<file path="src/rtl/flash_lr_pkg.sv">
package flash_lr_pkg;
  localparam int OP_W = 8;

  localparam logic [OP_W-1:0] OP_WREN = 8'h06;
  localparam logic [OP_W-1:0] OP_RDSR = 8'h05;
  localparam logic [OP_W-1:0] OP_WRSR = 8'h01;
  localparam logic [OP_W-1:0] OP_RDLK = 8'hE8;
  localparam logic [OP_W-1:0] OP_WRLK = 8'hE5;

  typedef enum logic [2:0] {
    PH_OPCODE,
    PH_ADDR,
    PH_DIN,
    PH_OUT,
    PH_SKIP
  } phase_t;

  typedef enum logic [1:0] {
    SRC_NONE,
    SRC_STATUS,
    SRC_LOCK
  } src_t;
endpackage

</file>
<file path="src/rtl/spi_pin_sync.sv">
module spi_pin_sync #(
  parameter int STAGES = 2
) (
  input  logic clk,
  input  logic rst_n,
  input  logic cs_n,
  input  logic sck,
  input  logic mosi,
  input  logic wp_n,
  output logic csn_s,
  output logic cs_rise,
  output logic sck_rise,
  output logic sck_fall,
  output logic mosi_s,
  output logic wp_n_s
);
  localparam int PIN_N = 4;
  localparam logic [PIN_N-1:0] PIN_RST = 4'b1001;

  logic [PIN_N-1:0] pipe [STAGES];
  logic sck_d, csn_d;

  for (genvar g = 0; g < STAGES; g++) begin : g_stage
    if (g == 0) begin : g_first
      always_ff @(posedge clk or negedge rst_n)
        if (!rst_n) pipe[g] <= PIN_RST;
        else        pipe[g] <= {cs_n, sck, mosi, wp_n};
    end else begin : g_next
      always_ff @(posedge clk or negedge rst_n)
        if (!rst_n) pipe[g] <= PIN_RST;
        else        pipe[g] <= pipe[g-1];
    end
  end

  assign {csn_s, mosi_s, wp_n_s} = {pipe[STAGES-1][3], pipe[STAGES-1][1], pipe[STAGES-1][0]};

  always_ff @(posedge clk or negedge rst_n) begin
    if (!rst_n) begin
      sck_d <= 1'b0;
      csn_d <= 1'b1;
    end else begin
      sck_d <= pipe[STAGES-1][2];
      csn_d <= csn_s;
    end
  end

  assign sck_rise = pipe[STAGES-1][2] & ~sck_d;
  assign sck_fall = ~pipe[STAGES-1][2] & sck_d;
  assign cs_rise  = csn_s & ~csn_d;
endmodule

</file>
<file path="src/rtl/spi_cmd_decoder.sv">
module spi_cmd_decoder
  import flash_lr_pkg::*;
#(
  parameter int ADDR_BITS   = 24,
  parameter int SECTOR_LSB  = 16,
  parameter int SECTOR_BITS = 7,
  parameter int DATA_W      = 8,
  parameter int CNT_W       = 7
) (
  input  logic                   clk,
  input  logic                   rst_n,
  input  logic                   csn_s,
  input  logic                   sck_rise,
  input  logic                   mosi_s,
  input  logic                   busy,
  output phase_t                 phase,
  output src_t                   src,
  output logic [OP_W-1:0]        opcode,
  output logic [CNT_W-1:0]       bitcnt,
  output logic [SECTOR_BITS-1:0] sector,
  output logic [DATA_W-1:0]      data_byte
);
  localparam int SH_W = OP_W + ADDR_BITS;
  localparam logic [CNT_W-1:0] CNT_MAX   = '1;
  localparam logic [CNT_W-1:0] OP_LAST   = CNT_W'(OP_W - 1);
  localparam logic [CNT_W-1:0] ADDR_LAST = CNT_W'(SH_W - 1);

  logic [SH_W-1:0] sreg, sh_next;
  assign sh_next   = {sreg[SH_W-2:0], mosi_s};
  assign data_byte = sreg[DATA_W-1:0];

  always_ff @(posedge clk or negedge rst_n) begin
    if (!rst_n) begin
      phase  <= PH_OPCODE;
      src    <= SRC_NONE;
      opcode <= '0;
      bitcnt <= '0;
      sector <= '0;
      sreg   <= '0;
    end else if (csn_s) begin
      phase  <= PH_OPCODE;
      src    <= SRC_NONE;
      opcode <= '0;
      bitcnt <= '0;
      sreg   <= '0;
    end else if (sck_rise) begin
      sreg <= sh_next;
      if (bitcnt != CNT_MAX) bitcnt <= bitcnt + 1'b1;
      unique case (phase)
        PH_OPCODE: if (bitcnt == OP_LAST) begin
          opcode <= sh_next[OP_W-1:0];
          unique case (sh_next[OP_W-1:0])
            OP_RDSR: begin phase <= PH_OUT; src <= SRC_STATUS; end
            OP_WRSR: phase <= PH_DIN;
            OP_RDLK: phase <= busy ? PH_SKIP : PH_ADDR;
            OP_WRLK: phase <= PH_ADDR;
            default: phase <= PH_SKIP;
          endcase
        end
        PH_ADDR: if (bitcnt == ADDR_LAST) begin
          sector <= sh_next[SECTOR_LSB+SECTOR_BITS-1:SECTOR_LSB];
          if (opcode == OP_RDLK) begin
            phase <= PH_OUT;
            src   <= SRC_LOCK;
          end else begin
            phase <= PH_DIN;
          end
        end
        default: ;
      endcase
    end
  end
endmodule

</file>
<file path="src/rtl/flash_status_ctrl.sv">
module flash_status_ctrl
  import flash_lr_pkg::*;
#(
  parameter int ADDR_BITS = 24,
  parameter int DATA_W    = 8,
  parameter int CNT_W     = 7
) (
  input  logic              clk,
  input  logic              rst_n,
  input  logic              cs_rise,
  input  logic [OP_W-1:0]   opcode,
  input  logic [CNT_W-1:0]  bitcnt,
  input  logic [5:0]        din_hi,
  input  logic              busy,
  input  logic              wp_n_s,
  output logic [5:0]        prot,
  output logic              wel,
  output logic              hw_prot,
  output logic              lock_wr
);
  localparam logic [CNT_W-1:0] LEN_OP   = CNT_W'(OP_W);
  localparam logic [CNT_W-1:0] LEN_WRSR = CNT_W'(OP_W + DATA_W);
  localparam logic [CNT_W-1:0] LEN_WRLK = CNT_W'(OP_W + ADDR_BITS + DATA_W);

  logic sr_wr;

  assign hw_prot = prot[5] & ~wp_n_s;
  assign sr_wr   = cs_rise && (opcode == OP_WRSR) && (bitcnt == LEN_WRSR)
                   && wel && !busy && !hw_prot;
  assign lock_wr = cs_rise && (opcode == OP_WRLK) && (bitcnt == LEN_WRLK)
                   && wel && !busy;

  always_ff @(posedge clk or negedge rst_n) begin
    if (!rst_n) begin
      prot <= '0;
      wel  <= 1'b0;
    end else begin
      if (sr_wr) prot <= din_hi;
      if (cs_rise) begin
        if (opcode == OP_WREN && bitcnt == LEN_OP) wel <= 1'b1;
        else if (opcode == OP_WRSR || opcode == OP_WRLK) wel <= 1'b0;
      end
    end
  end
endmodule

</file>
<file path="src/rtl/lock_reg_table.sv">
module lock_reg_table #(
  parameter int SECTOR_BITS = 7,
  parameter int DATA_W      = 8
) (
  input  logic                   clk,
  input  logic                   rst_n,
  input  logic                   wr_en,
  input  logic [SECTOR_BITS-1:0] wr_sector,
  input  logic [DATA_W-1:0]      wr_data,
  input  logic [SECTOR_BITS-1:0] rd_sector,
  output logic [DATA_W-1:0]      rd_data
);
  localparam int DEPTH = 1 << SECTOR_BITS;

  logic [DATA_W-1:0] entry [DEPTH];

  for (genvar g = 0; g < DEPTH; g++) begin : g_entry
    always_ff @(posedge clk or negedge rst_n)
      if (!rst_n) entry[g] <= '0;
      else if (wr_en && wr_sector == SECTOR_BITS'(g)) entry[g] <= wr_data;
  end

  assign rd_data = entry[rd_sector];
endmodule

</file>
<file path="src/rtl/spi_out_shifter.sv">
module spi_out_shifter #(
  parameter int DATA_W = 8
) (
  input  logic              clk,
  input  logic              rst_n,
  input  logic              active,
  input  logic              sck_fall,
  input  logic [DATA_W-1:0] load_val,
  output logic              sdo,
  output logic              sdo_en
);
  localparam int IDX_W = $clog2(DATA_W);

  logic [DATA_W-1:0] sh;
  logic [IDX_W-1:0]  idx;
  logic              started, sdo_q;

  always_ff @(posedge clk or negedge rst_n) begin
    if (!rst_n) begin
      sh <= '0; idx <= '0; started <= 1'b0; sdo_q <= 1'b0;
    end else if (!active) begin
      sh <= '0; idx <= '0; started <= 1'b0; sdo_q <= 1'b0;
    end else if (sck_fall) begin
      started <= 1'b1;
      idx     <= idx + 1'b1;
      if (idx == '0) begin
        sdo_q <= load_val[DATA_W-1];
        sh    <= load_val << 1;
      end else begin
        sdo_q <= sh[DATA_W-1];
        sh    <= sh << 1;
      end
    end
  end

  assign sdo_en = started;
  assign sdo    = started & sdo_q;
endmodule

</file>
<file path="src/rtl/flash_lockreg_slave.sv">
module flash_lockreg_slave
  import flash_lr_pkg::*;
#(
  parameter int SYNC_STAGES = 2,
  parameter int ADDR_BITS   = 24,
  parameter int SECTOR_LSB  = 16,
  parameter int SECTOR_BITS = 7,
  parameter int DATA_W      = 8
) (
  input  logic clk,
  input  logic rst_n,
  input  logic cs_n,
  input  logic sck,
  input  logic mosi,
  input  logic wp_n,
  input  logic busy,
  output logic sdo,
  output logic sdo_en
);
  localparam int CNT_W = $clog2(OP_W + ADDR_BITS + DATA_W + 1) + 1;

  logic csn_s, cs_rise, sck_rise, sck_fall, mosi_s, wp_n_s;
  phase_t phase;
  src_t   src;
  logic [OP_W-1:0]        opcode;
  logic [CNT_W-1:0]       bitcnt;
  logic [SECTOR_BITS-1:0] sector;
  logic [DATA_W-1:0]      data_byte, lock_rd, load_val;
  logic [5:0]             prot;
  logic                   wel, hw_prot, lock_wr;
  logic [7:0]             status;

  spi_pin_sync #(.STAGES(SYNC_STAGES)) u_sync (
    .clk(clk), .rst_n(rst_n), .cs_n(cs_n), .sck(sck), .mosi(mosi), .wp_n(wp_n),
    .csn_s(csn_s), .cs_rise(cs_rise), .sck_rise(sck_rise), .sck_fall(sck_fall),
    .mosi_s(mosi_s), .wp_n_s(wp_n_s)
  );

  spi_cmd_decoder #(
    .ADDR_BITS(ADDR_BITS), .SECTOR_LSB(SECTOR_LSB), .SECTOR_BITS(SECTOR_BITS),
    .DATA_W(DATA_W), .CNT_W(CNT_W)
  ) u_dec (
    .clk(clk), .rst_n(rst_n), .csn_s(csn_s), .sck_rise(sck_rise), .mosi_s(mosi_s),
    .busy(busy), .phase(phase), .src(src), .opcode(opcode), .bitcnt(bitcnt),
    .sector(sector), .data_byte(data_byte)
  );

  flash_status_ctrl #(.ADDR_BITS(ADDR_BITS), .DATA_W(DATA_W), .CNT_W(CNT_W)) u_stat (
    .clk(clk), .rst_n(rst_n), .cs_rise(cs_rise), .opcode(opcode), .bitcnt(bitcnt),
    .din_hi(data_byte[DATA_W-1:DATA_W-6]), .busy(busy), .wp_n_s(wp_n_s),
    .prot(prot), .wel(wel), .hw_prot(hw_prot), .lock_wr(lock_wr)
  );

  lock_reg_table #(.SECTOR_BITS(SECTOR_BITS), .DATA_W(DATA_W)) u_lock (
    .clk(clk), .rst_n(rst_n), .wr_en(lock_wr), .wr_sector(sector), .wr_data(data_byte),
    .rd_sector(sector), .rd_data(lock_rd)
  );

  assign status   = {prot, wel, busy};
  assign load_val = (src == SRC_STATUS) ? DATA_W'(status) : lock_rd;

  spi_out_shifter #(.DATA_W(DATA_W)) u_out (
    .clk(clk), .rst_n(rst_n), .active(phase == PH_OUT && !csn_s),
    .sck_fall(sck_fall), .load_val(load_val), .sdo(sdo), .sdo_en(sdo_en)
  );
endmodule

</file>
<file path="config.mk">
export PLATFORM = sky130hd
export DESIGN_NAME = flash_lockreg_slave
export DESIGN_NICKNAME = d
export VERILOG_FILES = /design/src/rtl/flash_lr_pkg.sv /design/src/rtl/spi_pin_sync.sv /design/src/rtl/spi_cmd_decoder.sv /design/src/rtl/flash_status_ctrl.sv /design/src/rtl/lock_reg_table.sv /design/src/rtl/spi_out_shifter.sv /design/src/rtl/flash_lockreg_slave.sv
export SDC_FILE = /design/constraint.sdc
export NUM_CORES = 2
export LEC_CHECK = 0
export BUFFER_PORTS_ARGS = -buffer_cell sky130_fd_sc_hd__clkbuf_2
export CORE_MARGIN = 5
export CORE_UTILIZATION = 50
export DETAILED_ROUTE_END_ITERATION = 6
export GPL_ROUTABILITY_DRIVEN = 0
export PLACE_DENSITY_LB_ADDON = 0.2
export RECOVER_POWER = 25
export SYNTH_ARGS = -nofsm -noshare
export SYNTH_HDL_FRONTEND = slang
export SYNTH_SLANG_ARGS = --single-unit
</file>
<file path="constraint.sdc">
create_clock -name clk -period 2.2 [get_ports clk]
set_input_delay 0 -clock clk [delete_from_list [all_inputs] [get_ports clk]]
set_output_delay 0 -clock clk [all_outputs]
set_load 0.02 [all_outputs]
</file>
# Word-level counts from Yosys, hierarchy flattened
# Cells that the tools add are included.
[word_totals]
register_bits = 1103
in_bits = 7
elab_cells = 505
[classes]
add_sub_neg = 2
magnitude_cmp = 1
n_eq_ne = 149
n_mux = 40
bitwise_logic = 11
n_reduce_logical = 158
[op_table]
columns = ["operator", "count"]
rows = [
  ["== test 7 bit, second input constant", 64],
  ["== test 7 x 6 -> 1 bit, second input constant", 33],
  ["logical AND 1 bit", 139],
  ["== test 7 x 5 -> 1 bit, second input constant", 18],
  ["two-way mux 8 bit", 10],
  ["== test 7 x 4 -> 1 bit, second input constant", 9],
  ["binary-select mux 8 bit (select 7 bit)", 1],
  ["two-way mux 22 bit", 2],
  ["== test 7 x 3 -> 1 bit, second input constant", 5],
  ["== test 8 bit, second input constant", 4],
  ["two-way mux 3 bit", 7],
  ["two-way mux 7 bit", 3],
  ["== test 8 x 1 -> 1 bit, second input constant", 2],
  ["== test 8 x 3 -> 1 bit, second input constant", 2],
  ["== test 7 x 2 -> 1 bit, second input constant", 2],
  ["two-way mux 2 bit", 6],
  ["!= test 3 x 2 -> 1 bit, second input constant", 4],
  ["case mux 3 bit (4 select lines)", 1],
  ["nonzero test 2 bit", 5],
  ["greater-or-equal comparator 8 bit, second input constant", 1],
  ["two-way mux 1 bit", 8],
  ["inverter 7 -> 8 bit", 1],
  ["AND reduction 4 bit", 2],
  ["adder 7 x 1 -> 7 bit, second input constant", 1],
  ["19 further kinds", 31],
]

# Logic depth before layout (Yosys ltp)
[depth]
ltp_word = 8
ltp_mapped = 12
ltp_nobuf = 8

# Hierarchy
# From an unflattened synthesis, not the netlist that was laid out.
[unflattened]
cells_unflattened = 3113
hier_area_um2 = 50318.3
[modules_own_cells]
columns = ["mod", "instances", "cells_each", "area_per_inst_um2"]
rows = [
  ["lock_reg_table", 1, 2774, 46402.0],
  ["spi_cmd_decoder", 1, 217, 2388.5],
  ["spi_out_shifter", 1, 63, 681.9],
  ["flash_status_ctrl", 1, 34, 414.1],
  ["spi_pin_sync", 1, 13, 277.8],
  ["flash_lockreg_slave", 1, 12, 153.9],
]

# Worst setup path after synthesis
# Ideal clock, no wire load.
[synth_path]
kind = "register to register"
start = "register u_dec.bitcnt[0]"
end = "register u_lock.entry[1008] in the netlist's numbering"
setup_ns = 0.128
arrival_ns = 2.217
t_required_ns = 2.072
setup_slack_ns = -0.145
stages_incl_launch_ff = 11
path_buffers = 2
path_cell_list = "dfrtp_1 -> inv_1 -> ha_1 -> nor3b_2 -> nand4_1 -> or2_1 -> buf_4 -> nor3_4 -> buf_12 -> nand2_4 -> mux2_1"
[synth_via]
elab_chain_len = 5
[synth_rtl]
columns = ["element", "line", "rtl"]
rows = [
  ["start: declaration", "spi_cmd_decoder.sv:19", "output logic [CNT_W-1:0] bitcnt,"],
  ["start signal: assignment", "spi_cmd_decoder.sv:48", "if (bitcnt != CNT_MAX) bitcnt <= bitcnt + 1'b1;"],
  ["== test 7 x 6 -> 1 bit", "flash_status_ctrl.sv:30", "assign lock_wr = cs_rise && (opcode == OP_WRLK) && (bitcnt == LEN_WRLK)"],
  ["logical AND 1 bit", "flash_status_ctrl.sv:30", ""],
  ["logical AND 1 bit (2 in series)", "flash_status_ctrl.sv:31", "&& wel && !busy;"],
  ["logical AND 1 bit", "lock_reg_table.sv:20", "else if (wr_en && wr_sector == SECTOR_BITS'(g)) entry[g] <= wr_data;"],
  ["end signal: indexed assignment", "lock_reg_table.sv:20", ""],
  ["end: declaration", "lock_reg_table.sv:15", "logic [DATA_W-1:0] entry [DEPTH];"],
]
# Every way passes these cells.
# A chain may end at the register's enable or synchronous reset.

# Final worst setup path
[layout_path]
start = "register u_dec.sector[0]"
end = "register u_out.sh[2]"
[layout_via]
elab_chain_len = 8
[layout_rtl]
columns = ["element", "line", "rtl"]
rows = [
  ["start: declaration", "spi_cmd_decoder.sv:20", "output logic [SECTOR_BITS-1:0] sector,"],
  ["start signal: assignment", "spi_cmd_decoder.sv:61", "sector <= sh_next[SECTOR_LSB+SECTOR_BITS-1:SECTOR_LSB];"],
  ["inverter 7 -> 8 bit (not written as such)", "lock_reg_table.sv:23", "assign rd_data = entry[rd_sector];"],
  ["binary-select mux 8 bit (select 7 bit)", "lock_reg_table.sv:23", ""],
  ["two-way mux 8 bit (not written as such) (2 in series)", "lock_reg_table.sv:23", ""],
  ["two-way mux 8 bit", "flash_lockreg_slave.sv:60", "assign load_val = (src == SRC_STATUS) ? DATA_W'(status) : lock_rd;"],
  ["two-way mux 8 bit", "spi_out_shifter.sv:26", "if (idx == '0) begin"],
  ["two-way mux 8 bit", "spi_out_shifter.sv:23", "end else if (sck_fall) begin"],
  ["two-way mux 8 bit", "spi_out_shifter.sv:21", "end else if (!active) begin"],
  ["end signal: assignment", "spi_out_shifter.sv:28", "sh <= load_val << 1;"],
  ["end signal: assignment", "spi_out_shifter.sv:31", "sh <= sh << 1;"],
  ["end: declaration", "spi_out_shifter.sv:14", "logic [DATA_W-1:0] sh;"],
]
# Every way passes these cells. The select of a mux whose other input is x is not followed.

==> flow_metrics.py <==
metrics = {
    "finish": {
        "post-route-util": 0.638,
        "drive_gt1_frac": 0.567,
        "area_growth_pct": 26.8,
        "nNetsFinal": 3804,
        "n_fill_cell": 7219,
    },
    "synthesis": {
        "synthesis.area_um2": 53000,
        "ys_top_cells_by_area": "dfrtp_1 52%, mux2_1 13%, mux2_4 10%",
        "synth.avg_cell_area_um2": 15.6,
        "synth_common_cells": "1097 x dfrtp_1, 595 x mux2_1, 364 x mux2_4",
        "synth-async-reset-ratio": 1.00,
        "synth-seq-area-share": 0.521,
        "synth_edf_count": 0,
        "syn_inst": 3397,
        "synth_seq_cells": 1102,
        "synth_top_area_frac": 0.518,
        "yosys_most_used_dff": "dfrtp_1",
        "yosysMostFrequentCell": "dfrtp_1",
        "synthDistinctLibCells": 83,
        "ys_warn_count": 0,
        "synth_fp_nets": 3408,
        "synth_area_leader_cell": "dfrtp_1",
    },
    "global_route": {
        "grt_pass1_wl_mm": 234,
        "grt_max_degree": 135,
        "grt.total_usage": 0.273,
        "gr-total-overflow": 0,
        "antenna_found_initial": 5,
        "grt_pass1_vias": 35000,
    },
    "cts": {
        "cts_tree": "built",
        "insertion_delay_ns": 0.71,
        "cts_buffers": 117,
        "cts.clk_slew.worst_paths_ns": 0.06,
        "cts_sinks": 1102,
        "cts-root-buf": "clkbuf_16",
        "clockBufferDepth": 3,
        "htree_levels": 3,
    },
    "worst_setup_path": {
        "timing.rr.end": "u_out.sh[2]",
        "crit_type": "flop to flop",
        "arrival_ns": 3.24,
        "critPathMaxFanout": 14,
        "reg2reg_from": "u_dec.sector[0]",
        "r2r_cells": 10,
        "cp-endpoint": "u_out.sh[2]",
        "worst-r2r-setup-slack_ns": -0.44,
        "worst_ep_required_time_ns": 2.81,
        "crit_start": "u_dec.sector[0]",
        "cp-end-kind": "flop",
        "crit_path_start_kind": "flop",
    },
    "placement": {
        "hpwl_mm": 96.0,
        "portBuffers": 8,
    },
    "sta": {
        "setup_tns_ns": -240.81,
        "slew_violations": 23,
        "finalCritPeriodShare": 1.20,
        "fin_ws_ns": -0.436,
        "slew_headroom": -0.409,
        "tightest_slew_ns": 2.11,
        "fin_skew_ns": 0.0283,
        "hold_viol_final": 0,
        "rsz0062_at_grt": "true",
        "final-setup-viol-count": 1038,
        "period_needed_ns": 2.64,
        "fmax_mhz": 379,
    },
    "floorplanning": {
        "fp.dieArea_um2": 113000,
        "die_w_um": 335,
        "initial_core_util": 0.503,
        "core_um2": 105000,
        "die-height_um": 335,
        "ios": 9,
        "rows": 119,
    },
    "power_and_ir_drop": {
        "ir_drop_mv": 0.788,
        "leakage_nw": 32.7,
        "p_per_area_nw_per_um2": 617,
        "total_power_mw": 41.5,
    },
    "detailed_routing": {
        "wl_mm": 155,
        "avgViaCountPerCell": 6.08,
        "wl_per_cell_um": 29.3,
        "drt_pre_antenna_iters": 5,
        "drc": 0,
        "ant_nets": 0,
        "vias": 32100,
        "drtIter0Drc": 2483,
    },
    "run_status": {
        "violations": "max-capacitance violations, max-slew violations, negative setup slack",
        "outcome": "finished with violations",
    },
    "run": {
        "maxCapViolCount": 1,
    },
    "hold_path": {
        "hold_path.class": "input port to async pin",
    },
}
## registers in the layout (all words and copies together) (netlist names), 2 cells and up
register / count
u_stat.prot: 6
u_dec.opcode: 8
u_dec.src: 2
u_dec.bitcnt: 7
u_lock.entry: 1024
u_out.sh: 7
u_out.idx: 3
u_dec.sector: 7
u_dec.phase: 3
u_dec.sreg: 22
u_sync.pipe: 5
## what timing repair did
item	CTS	global route
pin swaps	43	21
endpoints found under the setup margin	1038	1038
resized for setup	690	152
cloned	12	1
hold buffers	11	0
hold endpoints to repair	1104	0
setup buffers	62	32
## where the power goes
part	internal, mW	leakage (nW)	switching [mW]
combinational	0.151	15.4	0.572
sequential	20.3	15.3	0.0188
clock	12.1	1.98	8.37
total	32.5	32.7	8.96
## worst min-delay path by stage
stage	startpoint	end	depth (start not counted)
after floorplan	rst_n	u_dec.bitcnt[0]	0
after global placement	rst_n	u_lock.entry[283]	1
after detailed placement	rst_n	u_lock.entry[267]	1
after CTS	rst_n	u_lock.entry[330]	3
after global routing	rst_n	u_lock.entry[330]	3
final	rst_n	u_lock.entry[330]	3
## per-stage QoR
step | cell area [um2] | hold WS [ns] | setup slack (ns) | cells
global placement | 58000 | -0.0535 | -0.687 | 4953
detailed placement | 58000 | -0.0511 | -0.620 | 4953
floorplan | 53600 | -0.296 | -0.138 | 3397
finish | 67200 | 0.173 | -0.436 | 5280
global route | 67200 | 0.188 | -0.453 | 5279
CTS | 66300 | 0.0515 | -0.376 | 5246
## cell families after synthesis
logic type | synth area share
XOR/XNOR | 0.00116
AND/OR/NAND/NOR | 0.0583
flip-flops | 0.521
AO/OA/AOI/OAI | 0.0228
adder cells (fa/ha/maj) | 0.000945
multiplexers | 0.371
buffers and inverters | 0.0254
## critical path, stage by stage (launching register included)
cell       delay (ns)
dfrtp_4          0.50
buf_12           0.17
buf_16           0.17
buf_4            0.15
nor2_4           0.29
buf_4            0.29
a22oi_1          0.14
and3_1           0.28
o21ai_1          0.19
o2111ai_1        0.18
o211a_1          0.16
## layer usage
metal  vias up  part of all wire  track usage
li1      13300                 -            -
met1     17400              0.43        0.376
met2      1025              0.47        0.435
met3       294             0.058       0.0559
met4         0             0.037       0.0995
met5         -                 0            0
## layout by cell type (no fill, tap or decap), drive strengths merged, types with 11 or more instances in the layout
master / n
dfrtp: 1097
mux2: 1045
buf: 482
mux4: 238
nand2: 236
clkbuf: 187
mux2i: 113
nor2: 90
a21oi: 45
clkinv: 33
a22oi: 33
nand3: 23
nor3: 23
nor2b: 19
o21ai: 18
inv: 12
nand4: 11
bufinv: 11
dlygate4sd3: 11
nand2b: 11
## cell type report
type                    instances  area, um2  share of cell area
repair buffers                524       6080              0.0905
clock inverters                50        569             0.00848
well taps                    1391       1740              0.0259
multi-input cells            2038      27700               0.412
flip-flops and latches       1102      27600               0.411
clock buffers                 161       3410              0.0508
inverters                      10       45.0            0.000671
diodes                          4       10.0            0.000149
Power figures use the tool's default switching activity.
